$ cat config.mk
export PLATFORM = sky130hd
export DESIGN_NAME = spi_flash_ctl_seq
export DESIGN_NICKNAME = d
export VERILOG_FILES = /design/src/rtl/sfseq_pkg.sv /design/src/rtl/sfseq_ctl_reg.sv /design/src/rtl/sfseq_tx_seq.sv /design/src/rtl/sfseq_busy.sv /design/src/rtl/spi_flash_ctl_seq.sv
export SDC_FILE = /design/constraint.sdc
export NUM_CORES = 1
export LEC_CHECK = 0
export BUFFER_PORTS_ARGS = -buffer_cell sky130_fd_sc_hd__buf_2
export CORE_MARGIN = 3
export CORE_UTILIZATION = 51
export CTS_BUF_LIST = sky130_fd_sc_hd__clkbuf_4
export CTS_CLUSTER_SIZE = 14
export DETAILED_ROUTE_END_ITERATION = 8
export PLACE_DENSITY_LB_ADDON = 0.3
export SKIP_CTS_REPAIR_TIMING = 1
export SYNTH_ARGS = -nofsm -noshare
export SYNTH_HDL_FRONTEND = slang
export SYNTH_SLANG_ARGS = --single-unit
$ cat constraint.sdc
create_clock -name clk -period 3.5 [get_ports clk]
set_clock_uncertainty 0.05 [all_clocks]
set_input_delay 0.175 -clock clk [delete_from_list [all_inputs] [get_ports clk]]
set_output_delay 0.175 -clock clk [all_outputs]
set_load 0.03 [all_outputs]
$ cat src/rtl/sfseq_pkg.sv
package sfseq_pkg;
  localparam logic [7:0] OFF_CTL2 = 8'h08;
  localparam logic [7:0] OFF_DATA = 8'h18;
  localparam logic [7:0] OFF_REV  = 8'h60;
  localparam logic [7:0] OFF_FEAT = 8'h64;
  localparam logic [31:0] REV_VALUE  = 32'h0001_1901;
  localparam logic [31:0] FEAT_VALUE = 32'h660F_0F1F;
  // control word bit positions
  localparam int B_EN    = 0;
  localparam int B_RXCLR = 2;
  localparam int B_TXCLR = 3;
  localparam int B_PRST  = 6;
  localparam int B_TXEN  = 8;
  localparam int B_LVL   = 9;
  localparam int B_SEL   = 10;
  localparam logic [2:0] FMT_SPI = 3'd1;
  typedef enum logic [1:0] {SQ_IDLE, SQ_PUSH, SQ_SETTLE, SQ_DRAIN} sq_state_e;
endpackage

$ cat src/rtl/sfseq_ctl_reg.sv
module sfseq_ctl_reg
  import sfseq_pkg::*;
#(
  parameter int ADDR_W = 8,
  parameter int NCS    = 4
) (
  input  logic              clk,
  input  logic              rst_n,
  input  logic              wr_en,
  input  logic [ADDR_W-1:0] wr_addr,
  input  logic [31:0]       wr_data,
  input  logic [ADDR_W-1:0] rd_addr,
  input  logic              flash_mode,
  output logic [31:0]       rd_data,
  output logic [31:0]       ctl_q,
  output logic              ctl_wr,
  output logic              prst_now,
  output logic              tx_clr,
  output logic              rx_clr,
  output logic [NCS-1:0]    cs_lines
);
  localparam int SEL_W = (NCS > 1) ? $clog2(NCS) : 1;

  logic [31:0]      ctl_nxt;
  logic [SEL_W-1:0] sel;

  assign ctl_wr   = wr_en && (wr_addr[1:0] == 2'b00) && (wr_addr == ADDR_W'(OFF_CTL2));
  assign prst_now = ctl_wr && wr_data[B_PRST];

  always_comb begin
    ctl_nxt = wr_data;
    ctl_nxt[B_PRST]  = 1'b0;
    ctl_nxt[B_TXCLR] = 1'b0;
    ctl_nxt[B_RXCLR] = 1'b0;
    if (prst_now && flash_mode) ctl_nxt[B_LVL] = 1'b1;
  end

  always_ff @(posedge clk) begin
    if (!rst_n) begin
      ctl_q  <= '0;
      tx_clr <= 1'b0;
      rx_clr <= 1'b0;
    end else begin
      tx_clr <= ctl_wr && (wr_data[B_TXCLR] || wr_data[B_PRST]);
      rx_clr <= ctl_wr && (wr_data[B_RXCLR] || wr_data[B_PRST]);
      if (ctl_wr) ctl_q <= ctl_nxt;
    end
  end

  always_comb begin
    rd_data = '0;
    if (rd_addr[1:0] == 2'b00) begin
      if (rd_addr == ADDR_W'(OFF_CTL2))      rd_data = ctl_q;
      else if (rd_addr == ADDR_W'(OFF_REV))  rd_data = REV_VALUE;
      else if (rd_addr == ADDR_W'(OFF_FEAT)) rd_data = FEAT_VALUE;
    end
  end

  assign sel = ctl_q[B_SEL +: SEL_W];

  for (genvar gi = 0; gi < NCS; gi++) begin : g_cs
    assign cs_lines[gi] = !(flash_mode && (sel == SEL_W'(gi)) && !ctl_q[B_LVL]);
  end

  // a clear bit in the written word yields the strobe one edge later
  a_r4_txclr_strobe: assert property (@(posedge clk) disable iff (!rst_n)
    (ctl_wr && wr_data[B_TXCLR]) |=> tx_clr);
  // port reset in flash mode leaves the level bit set
  a_r5_level_forced: assert property (@(posedge clk) disable iff (!rst_n)
    (prst_now && flash_mode) |=> (ctl_q[B_LVL] && !ctl_q[B_PRST]));
  // at most one chip select is ever low
  a_r6_single_select: assert property (@(posedge clk) disable iff (!rst_n)
    $countones(~cs_lines) <= 1);
endmodule

$ cat src/rtl/sfseq_tx_seq.sv
module sfseq_tx_seq
  import sfseq_pkg::*;
(
  input  logic        clk,
  input  logic        rst_n,
  input  logic        data_wr,
  input  logic        ctl_wr,
  input  logic        prst_now,
  input  logic [31:0] wr_data,
  input  logic [31:0] ctl_q,
  input  logic [2:0]  fmt_sel,
  input  logic [2:0]  sample_bytes,
  output logic        push_valid,
  input  logic        push_ready,
  output logic [7:0]  push_data,
  input  logic        fifo_empty,
  input  logic [7:0]  fifo_rdata,
  output logic        fifo_pop,
  output logic        sh_valid,
  input  logic        sh_ready,
  output logic [7:0]  sh_data,
  output logic        underrun
);
  sq_state_e   state;
  logic [31:0] word_q;
  logic [1:0]  idx_q, last_q, last_idx;
  logic        first_q;
  logic        spi_fmt, drain_wr_cfg, drain_st_cfg;

  assign spi_fmt      = (fmt_sel == FMT_SPI);
  assign drain_wr_cfg = spi_fmt && wr_data[B_EN] && wr_data[B_TXEN];
  assign drain_st_cfg = spi_fmt && ctl_q[B_EN] && ctl_q[B_TXEN];

  always_comb begin
    if (sample_bytes == 3'd0)      last_idx = 2'd0;
    else if (sample_bytes >= 3'd4) last_idx = 2'd3;
    else                           last_idx = 2'(sample_bytes - 3'd1);
  end

  always_ff @(posedge clk) begin
    if (!rst_n) begin
      state    <= SQ_IDLE;
      word_q   <= '0;
      idx_q    <= '0;
      last_q   <= '0;
      first_q  <= 1'b0;
      underrun <= 1'b0;
    end else begin
      underrun <= 1'b0;
      if (ctl_wr && (prst_now || state == SQ_IDLE)) begin
        state <= drain_wr_cfg ? SQ_SETTLE : SQ_IDLE;
      end else begin
        case (state)
          SQ_IDLE: if (data_wr && ctl_q[B_EN]) begin
            word_q <= wr_data;
            idx_q  <= '0;
            last_q <= last_idx;
            state  <= SQ_PUSH;
          end
          SQ_PUSH: begin
            if (!push_ready || idx_q == last_q) state <= drain_st_cfg ? SQ_SETTLE : SQ_IDLE;
            else idx_q <= idx_q + 2'd1;
          end
          SQ_SETTLE: begin
            first_q <= 1'b1;
            state   <= SQ_DRAIN;
          end
          SQ_DRAIN: begin
            first_q <= 1'b0;
            if (fifo_empty) begin
              underrun <= first_q;
              state    <= SQ_IDLE;
            end
          end
          default: state <= SQ_IDLE;
        endcase
      end
    end
  end

  assign push_valid = (state == SQ_PUSH);
  assign push_data  = word_q[{idx_q, 3'b000} +: 8];
  assign sh_valid   = (state == SQ_DRAIN) && !fifo_empty;
  assign sh_data    = fifo_rdata;
  assign fifo_pop   = sh_valid && sh_ready;

  // a refused push ends the data write
  a_r7_stop_on_full: assert property (@(posedge clk) disable iff (!rst_n)
    (push_valid && !push_ready) |=> !push_valid);
  // an underrun report lasts a single cycle
  a_r9_underrun_single: assert property (@(posedge clk) disable iff (!rst_n)
    underrun |=> !underrun);
  // pushing and draining never overlap
  a_r8_no_overlap: assert property (@(posedge clk) disable iff (!rst_n)
    push_valid |-> !fifo_pop);
endmodule

$ cat src/rtl/sfseq_busy.sv
module sfseq_busy #(
  parameter int OUT_W = 4
) (
  input  logic clk,
  input  logic rst_n,
  input  logic launch,
  input  logic done,
  input  logic clear,
  output logic busy
);
  logic [OUT_W-1:0] cnt_q;
  logic             inc, dec;

  assign inc = launch && (cnt_q != {OUT_W{1'b1}});
  assign dec = done && (cnt_q != '0);

  always_ff @(posedge clk) begin
    if (!rst_n || clear) cnt_q <= '0;
    else if (inc && !dec) cnt_q <= cnt_q + 1'b1;
    else if (dec && !inc) cnt_q <= cnt_q - 1'b1;
  end

  assign busy = (cnt_q != '0);

  // a byte handed over makes the tracker busy
  a_r10_busy_after_launch: assert property (@(posedge clk) disable iff (!rst_n)
    (launch && !clear) |=> busy);
  // a port reset empties the tracker
  a_r5_clear_idles: assert property (@(posedge clk) disable iff (!rst_n)
    clear |=> !busy);
endmodule

$ cat src/rtl/spi_flash_ctl_seq.sv
module spi_flash_ctl_seq
  import sfseq_pkg::*;
#(
  parameter int ADDR_W = 8,
  parameter int NCS    = 4,
  parameter int OUT_W  = 4
) (
  input  logic              clk,
  input  logic              rst_n,
  input  logic              wr_en,
  input  logic [ADDR_W-1:0] wr_addr,
  input  logic [31:0]       wr_data,
  input  logic [ADDR_W-1:0] rd_addr,
  output logic [31:0]       rd_data,
  input  logic [2:0]        fmt_sel,
  input  logic              flash_mode,
  input  logic [2:0]        sample_bytes,
  output logic              tx_clr,
  output logic              rx_clr,
  output logic [NCS-1:0]    cs_lines,
  output logic              push_valid,
  input  logic              push_ready,
  output logic [7:0]        push_data,
  input  logic              fifo_empty,
  input  logic [7:0]        fifo_rdata,
  output logic              fifo_pop,
  output logic              sh_valid,
  input  logic              sh_ready,
  output logic [7:0]        sh_data,
  input  logic              sh_done,
  output logic              underrun,
  output logic              busy
);
  logic [31:0] ctl_q;
  logic        ctl_wr, prst_now, data_wr;

  assign data_wr = wr_en && (wr_addr[1:0] == 2'b00) && (wr_addr == ADDR_W'(OFF_DATA));

  sfseq_ctl_reg #(.ADDR_W(ADDR_W), .NCS(NCS)) u_reg (
    .clk(clk), .rst_n(rst_n), .wr_en(wr_en), .wr_addr(wr_addr), .wr_data(wr_data),
    .rd_addr(rd_addr), .flash_mode(flash_mode), .rd_data(rd_data), .ctl_q(ctl_q),
    .ctl_wr(ctl_wr), .prst_now(prst_now), .tx_clr(tx_clr), .rx_clr(rx_clr),
    .cs_lines(cs_lines)
  );

  sfseq_tx_seq u_seq (
    .clk(clk), .rst_n(rst_n), .data_wr(data_wr), .ctl_wr(ctl_wr), .prst_now(prst_now),
    .wr_data(wr_data), .ctl_q(ctl_q), .fmt_sel(fmt_sel), .sample_bytes(sample_bytes),
    .push_valid(push_valid), .push_ready(push_ready), .push_data(push_data),
    .fifo_empty(fifo_empty), .fifo_rdata(fifo_rdata), .fifo_pop(fifo_pop),
    .sh_valid(sh_valid), .sh_ready(sh_ready), .sh_data(sh_data), .underrun(underrun)
  );

  sfseq_busy #(.OUT_W(OUT_W)) u_busy (
    .clk(clk), .rst_n(rst_n), .launch(fifo_pop), .done(sh_done), .clear(prst_now),
    .busy(busy)
  );
endmodule

# Word-level counts from Yosys, hierarchy flattened
# Cells that the tools add are included.
[classes]
add_sub_neg = 4
magnitude_cmp = 1
n_eq_ne = 19
shifts = 1
n_mux = 20
bitwise_logic = 4
reduce_logical = 56
[ops]
columns = ["cell", "n"]
rows = [
  ["$mux W32", 3],
  ["$shiftx A32 B6 Y8", 1],
  ["$mux W31", 1],
  ["$logic_and A1 B1 Y1", 27],
  ["$mux W2", 10],
  ["$eq A8 B4 Y1 const B", 2],
  ["$eq A8 B7 Y1 const B", 2],
  ["$logic_not A1 Y1", 10],
  ["$eq A2 B2 Y1 const B", 4],
  ["$eq A8 B5 Y1 const B", 1],
  ["$logic_not A2 Y1", 4],
  ["$mux W4", 2],
  ["$pmux W2 S4", 1],
  ["$reduce_and A3 Y1", 2],
  ["$reduce_bool A2 Y1", 3],
  ["$logic_or A1 B1 Y1", 5],
  ["$add A4 B1 Y4 const B", 1],
  ["$eq A2 B1 Y1 const B", 2],
  ["$ne A2 B2 Y1 const B", 2],
  ["$ne A4 B4 Y1 const B", 1],
  ["$not A1 Y1", 4],
  ["$pmux W2 S2", 1],
  ["$reduce_and A4 Y1", 1],
  ["$reduce_bool A4 Y1", 1],
  ["other kinds (14)", 14],
]
[totals]
register_bits = 75
output_inout_bits = 59

# Logic depth before layout (Yosys ltp)
# Gate-level depths: netlist (run 1).
[logic_depth]
word_depth = 8
mapped_depth = 13
ltp_nobuf = 12

# Cells and area by module
# Synthesis (run 1) repeated with hierarchy kept, for this count alone.
[unflattened]
cells_unflattened = 466
hier_area_um2 = 3993.8
[by_module_without_submodules]
columns = ["module", "n_inst", "cells_each", "area_each_um2", "seq_area_each_um2"]
rows = [
  ["sfseq_tx_seq", 1, 220, 1978.1, 800.8],
  ["sfseq_ctl_reg", 1, 211, 1717.9, 620.6],
  ["sfseq_busy", 1, 32, 272.8, 80.1],
  ["spi_flash_ctl_seq", 1, 3, 25.0, 0.0],
]

# Least setup slack after synthesis (run 1)
# No wires, ideal clock.
[synth_path]
path_kind = "reg2reg"
start = "register (tool-made name)"
end = "register u_busy.cnt_q[3]"
t_arrival_ns = 2.866
required_time_ns = 3.380
path_slack_ns = 0.514
stages_incl_launch_ff = 14
path_buffers = 1
synth_period_minus_slack_ns = 2.986
path_cell_list = "dfxtp_1 > clkbuf_1 > nand2_1 > nor2_1 > nand2_1 > a41oi_1 > ha_1 > inv_1 > ha_1 > a21o_1 > a21oi_1 > xnor2_1 > or3_1 > a21oi_1"
[synth_lines]
columns = ["element", "line", "text"]
rows = [
  ["end signal, assigned", "sfseq_busy.sv:19", "else if (inc && !dec) cnt_q <= cnt_q + 1'b1;"],
  ["end signal, assigned", "sfseq_busy.sv:20", "else if (dec && !inc) cnt_q <= cnt_q - 1'b1;"],
  ["end, declared", "sfseq_busy.sv:11", "logic [OUT_W-1:0] cnt_q;"],
]

==> results.json, run 1 <==
{
  "drt_iter0_drc": 198,
  "die_w_um": 89.1,
  "ios": 129,
  "dr.pass1.iters": 4,
  "synth_edf_count": 0,
  "p_per_area_mw_per_mm2": 391,
  "core_area_mm2": 0.00653,
  "path_max_fanout": 13,
  "drive_gt1_frac": 0.263,
  "io_buffers": 111,
  "post-route-period-util": 0.785,
  "vias_per_cell": 5.23,
  "antenna_found_initial": 0,
  "criticalPathCategory": "register to register",
  "drt.antenna.violating_nets": 0,
  "clock_path_buffers": 2,
  "leakage_nw": 1.95,
  "clock_tree.root_cell": "clkbuf_4",
  "grt_overflow": 0,
  "placed_cell_area_mm2": 0.00400,
  "synth_largest_area_cell": "dfxtp_1",
  "hold_viol": 2,
  "initial_core_util": 0.539,
  "grt_pass1_vias": 2983,
  "crit_arrival_ps": 3060,
  "synth_most_common_cell": "nand2_1",
  "finalNetCount": 636,
  "synth_commonest_cells": "140 x nand2_1, 75 x dfxtp_1, 66 x a21oi_1",
  "clkTransAtPathRegs_ps": 130,
  "wl_per_cell_um": 14.4,
  "worstSetupStartpointType": "register",
  "timing.hold.ws_ps": -2.80,
  "end_kind": "register",
  "synth-seq-cells": 75,
  "cp.required_ps": 3820,
  "synth_cells": 441,
  "slowest_delay_ps": 610,
  "place_ws_ps": 778,
  "fmax_mhz": 364,
  "ys_seq_area_frac": 0.426,
  "synth.area.top_cells": "dfxtp_1 43%, nand2_1 15%, a21oi_1 9.4%",
  "synth.net_count": 516,
  "vdd_drop_max_mv": 0.237,
  "rsz0062_at_grt": "no",
  "hold_class": "primary input to register",
  "syn2layout_area_growth_pct": 26.6,
  "core.rowCount": 29,
  "synth-main-ff-cell": "dfxtp_1",
  "cts_buffers": 9,
  "violations": "hold timing",
  "dr_total_vias": 3364,
  "fill_cells": 563,
  "die_area_mm2": 0.00794,
  "postSynth.asyncResetShare": 0,
  "design_area_mm2": 0.00446,
  "grt_max_degree": 68,
  "layout_setup_ws_ps": 752,
  "syn_avg_cell_area_um2": 7.99,
  "tightest_slew_ps": 1130,
  "diodes": 0,
  "drv_slew": 0,
  "clkLatencyLatePin_ps": 420,
  "cts_sinks": 75,
  "ys_types": 43,
  "routabilityCongestion": 0.891,
  "htreeDepth": 3,
  "cts_tree": "done",
  "drv_cap": 0,
  "hpwl_um": 6270,
  "yosys_warnings": 0,
  "synth.top_cell.area_share": 0.426,
  "drc": 0,
  "detail_route.wirelength_um": 9240,
  "grt_use_total": 0.226,
  "place_inst": 595,
  "setup_viol": 0,
  "die_h_um": 89.1,
  "stdcell_count": 643,
  "syn_area_mm2": 0.00352,
  "grt_pass1_wl_um": 14200,
  "fin_setup_tns_ps": 0,
  "status": "finished, violations left",
  "path_cells": "nand2_1 > nor2_1 > nand2_1 > a41oi_1 > ha_1 > inv_1 > ha_1 > a21o_1 > a21oi_1 > xnor2_1 > or3_1 > a21oi_1",
  "cpMaxStageDelayCell": "dfxtp_1",
  "final.min_clock_period_ps": 2750,
  "relSlewSlack": 0.244
}
==> critical path: cells and delay by family, from the launching register on <==
kind            cells  cell delay (ps)
fa+ha+maj           2              510
compound gates      4              690
xor+xnor            1               90
flops               1              610
simple gates        4              640
buf+inv             1              100
==> path summary, 6_finish.rpt <==
check	slack, ps	start	end	cells past startpoint
max	750	register	u_busy.cnt_q[3]	12
min reg2reg	410	u_seq.word_q[19]	u_seq.word_q[19]	2
min	-3	sample_bytes[2]	u_seq.last_q[1]	3
max reg2reg	750	register	u_busy.cnt_q[3]	12
==> cell type report <==
| type | count | area [µm²] | area share |
|---|---|---|---|
| timing repair buffer | 148 | 913 | 0.205 |
| clock buffer | 11 | 82.6 | 0.0185 |
| clock inverter | 5 | 53.8 | 0.0121 |
| tap | 77 | 96.3 | 0.0216 |
| sequential | 75 | 1500 | 0.337 |
| inverter | 8 | 30.0 | 0.00673 |
| multi-input combinational | 319 | 1780 | 0.400 |
==> layout by cell type, fill, tap and decap left out, drive strengths merged, types with 2 or more instances in the layout <==
cell type    instances
dlygate4sd3         32
and3                 2
and2                14
dfxtp               75
nor4                 2
nand3                3
clkbuf              11
or3b                 2
nand2              141
ha                   4
or4                  4
mux2i                2
xor2                 3
nand2b               2
nor4b                2
clkinv               4
nand4b               2
buf                116
nor2                19
o21ai                5
mux4                 8
a21o                12
xnor2                2
a21oi               66
inv                  8
or3                  3
nor3                 9
==> state kept, by name, summed over array words and instances, names as in the netlist, named ones only <==
name / count
u_seq.state: 1
u_seq.first_q: 1
u_reg.tx_clr: 1
u_seq.last_q: 2
u_seq.idx_q: 2
u_reg.ctl_q: 29
u_seq.underrun: 1
u_busy.cnt_q: 4
u_reg.rx_clr: 1
u_seq.word_q: 32
==> report_power, final <==
group          switching, mW  leakage [nW]  internal, mW
Combinational          0.156          1.26         0.144
Clock                  0.312        0.0806         0.232
Sequential            0.0254         0.604         0.875
Total                  0.493          1.95          1.25
==> metal layers <==
| metal | vias up | routed length, µm | GRT usage |
|---|---|---|---|
| met3 | 10 | 667 | 0.0396 |
| met1 | 1536 | 4090 | 0.311 |
| met2 | 115 | 4370 | 0.355 |
| met5 | - | 0 | 0 |
| met4 | 0 | 106 | 0.0853 |
| li1 | 1703 | - | - |
==> metrics by stage <==
step	power, mW	utilization
2_1_floorplan	1.12	-
3_3_place_gp	1.18	0.613
3_5_place_dp	1.19	0.613
4_1_cts	1.72	0.634
5_1_grt	1.83	0.683
6_report	1.74	0.683
==> cells by family (layout without fill, tap and decap cells) <==
kind of cell             after synthesis  in the layout  synth area share
buffers and inverters                 47            172            0.0700
adder cells (fa/ha/maj)                5              5            0.0199
multiplexers                          10             10            0.0568
flip-flops                            75             75             0.426
XOR/XNOR                               5              5            0.0124
AND/OR/NAND/NOR                      208            208             0.272
other                                  1              1           0.00106
AO/OA/AOI/OAI                         90             90             0.142
Power figures use the tool's default switching activity.
==> run 2: changes to the inputs <==
Settings changed: CORE_UTILIZATION 51 to 46.
Clock period 3.5 ns to 2.4 ns, I/O delays scaled along.
==> results.json, run 2 (same netlist as run 1, synthesis figures left out) <==
{
  "wl_per_cell_um": 13.8,
  "leakage_nw": 2.01,
  "drv_cap": 0,
  "clock_path_buffers": 2,
  "hpwl_um": 6440,
  "p_per_area_mw_per_mm2": 564,
  "cts_buffers": 9,
  "core_area_mm2": 0.00733,
  "htreeDepth": 3,
  "routabilityCongestion": 0.776,
  "tightest_slew_ps": 593,
  "grt_pass1_vias": 3063,
  "hold_class": "primary input to register",
  "drc": 0,
  "cts_sinks": 75,
  "wl_met3_um": 469,
  "stdcell_count": 674,
  "finalNetCount": 646,
  "dr.pass1.iters": 6,
  "ios": 129,
  "fill_cells": 645,
  "syn2layout_area_growth_pct": 31.8,
  "antenna_found_initial": 0,
  "vias_per_cell": 4.99,
  "relSlewSlack": 0.605,
  "worstSetupStartpointType": "register",
  "setup_viol": 0,
  "grt_max_degree": 33,
  "fin_setup_tns_ps": 0,
  "die_area_mm2": 0.00875,
  "dr_total_vias": 3360,
  "cp.required_ps": 2690,
  "drive_gt1_frac": 0.294,
  "clock_tree.root_cell": "clkbuf_4",
  "end_kind": "register",
  "detail_route.wirelength_um": 9290,
  "wl_met2_um": 4650,
  "final.min_clock_period_ps": 2340,
  "crit_arrival_ps": 2620,
  "drt_iter0_drc": 164,
  "final_common_cell": "nand2_1",
  "fmax_mhz": 428,
  "vdd_drop_max_mv": 0.336,
  "grt_pass1_wl_um": 14200,
  "highest_layer": "met4",
  "die_h_um": 93.5,
  "top_regs": "u_seq.word_q x32, u_reg.ctl_q x29, u_busy.cnt_q x4",
  "post-route-period-util": 0.974,
  "largest_reg_flops": 32,
  "wirelength_met1_um": 4060,
  "die_w_um": 93.5,
  "drv_slew": 0,
  "drt.antenna.violating_nets": 0,
  "clkLatencyLatePin_ps": 400,
  "path_max_fanout": 4,
  "initial_core_util": 0.481,
  "regMostFlops": "u_seq.word_q",
  "grt_overflow": 0,
  "diodes": 0,
  "clkTransAtPathRegs_ps": 110,
  "io_buffers": 111,
  "core.rowCount": 31,
  "criticalPathCategory": "register to register",
  "grt_use_total": 0.202,
  "rsz0062_at_grt": "yes",
  "status": "finished clean",
  "final_cell_mix": "137 x nand2_1, 111 x buf_2, 72 x dfxtp_1, 64 x a21oi_1, 34 x dlygate4sd3_1",
  "hold_viol": 0,
  "cts_tree": "done",
  "place_inst": 625
}
-- run 2: final timing paths --
kind                   start              end  slack, ps  depth (start not counted)
min reg2reg    u_seq.first_q   u_seq.underrun        400                          2
max reg2reg  u_busy.cnt_q[3]  u_busy.cnt_q[3]         60                         10
max          u_busy.cnt_q[3]  u_busy.cnt_q[3]         60                         10
min               fifo_empty   u_seq.underrun          7                          3
-- run 2: through the flow --
| stage | total power, mW | utilization | setup slack [ps] | hold slack [ps] | cell area, µm² |
|---|---|---|---|---|---|
| finish | 2.62 | 0.633 | 63.1 | 7.16 | 4640 |
| global route | 2.76 | 0.633 | -9.22 | 19.2 | 4640 |
| CTS | 2.57 | 0.584 | -16.8 | -125 | 4280 |
| detailed placement | 1.85 | 0.567 | 12.4 | 190 | 4160 |
| global placement | 1.82 | 0.567 | 95.5 | 190 | 4160 |
| floorplan | 1.69 | - | -3.27 | 187 | 3600 |
-- run 2: cell type report --
class	instances	area [µm²]	share of cell area
timing repair buffer	158	993	0.214
tap	99	124	0.0267
inverter	8	32.5	0.00701
sequential	75	1510	0.324
clock inverter	6	57.6	0.0124
multi-input combinational	319	1860	0.401
clock buffer	9	67.6	0.0146
-- run 2: critical path, cell delays in order (launching register included) --
cell and delay (ps):
dfxtp_2 350, or4_4 530, nand2_4 80, ha_4 150, inv_4 50, ha_4 200
a21o_1 160, a21oi_2 140, xnor2_1 90, or3_1 330, a21oi_2 130
-- run 2: layer usage --
layer  track usage  up-vias
li1              -     1723
met1         0.262     1544
met2         0.338       80
met3        0.0362       13
met4        0.0696        0
met5             0        -
-- run 2: where the power goes --
group / switching, mW / internal (mW) / total (mW) / leakage [nW]
Combinational: 0.302 / 0.298 / 0.600 / 1.34
Sequential: 0.0191 / 1.28 / 1.30 / 0.606
Clock: 0.417 / 0.303 / 0.721 / 0.0629
Total: 0.738 / 1.88 / 2.62 / 2.01
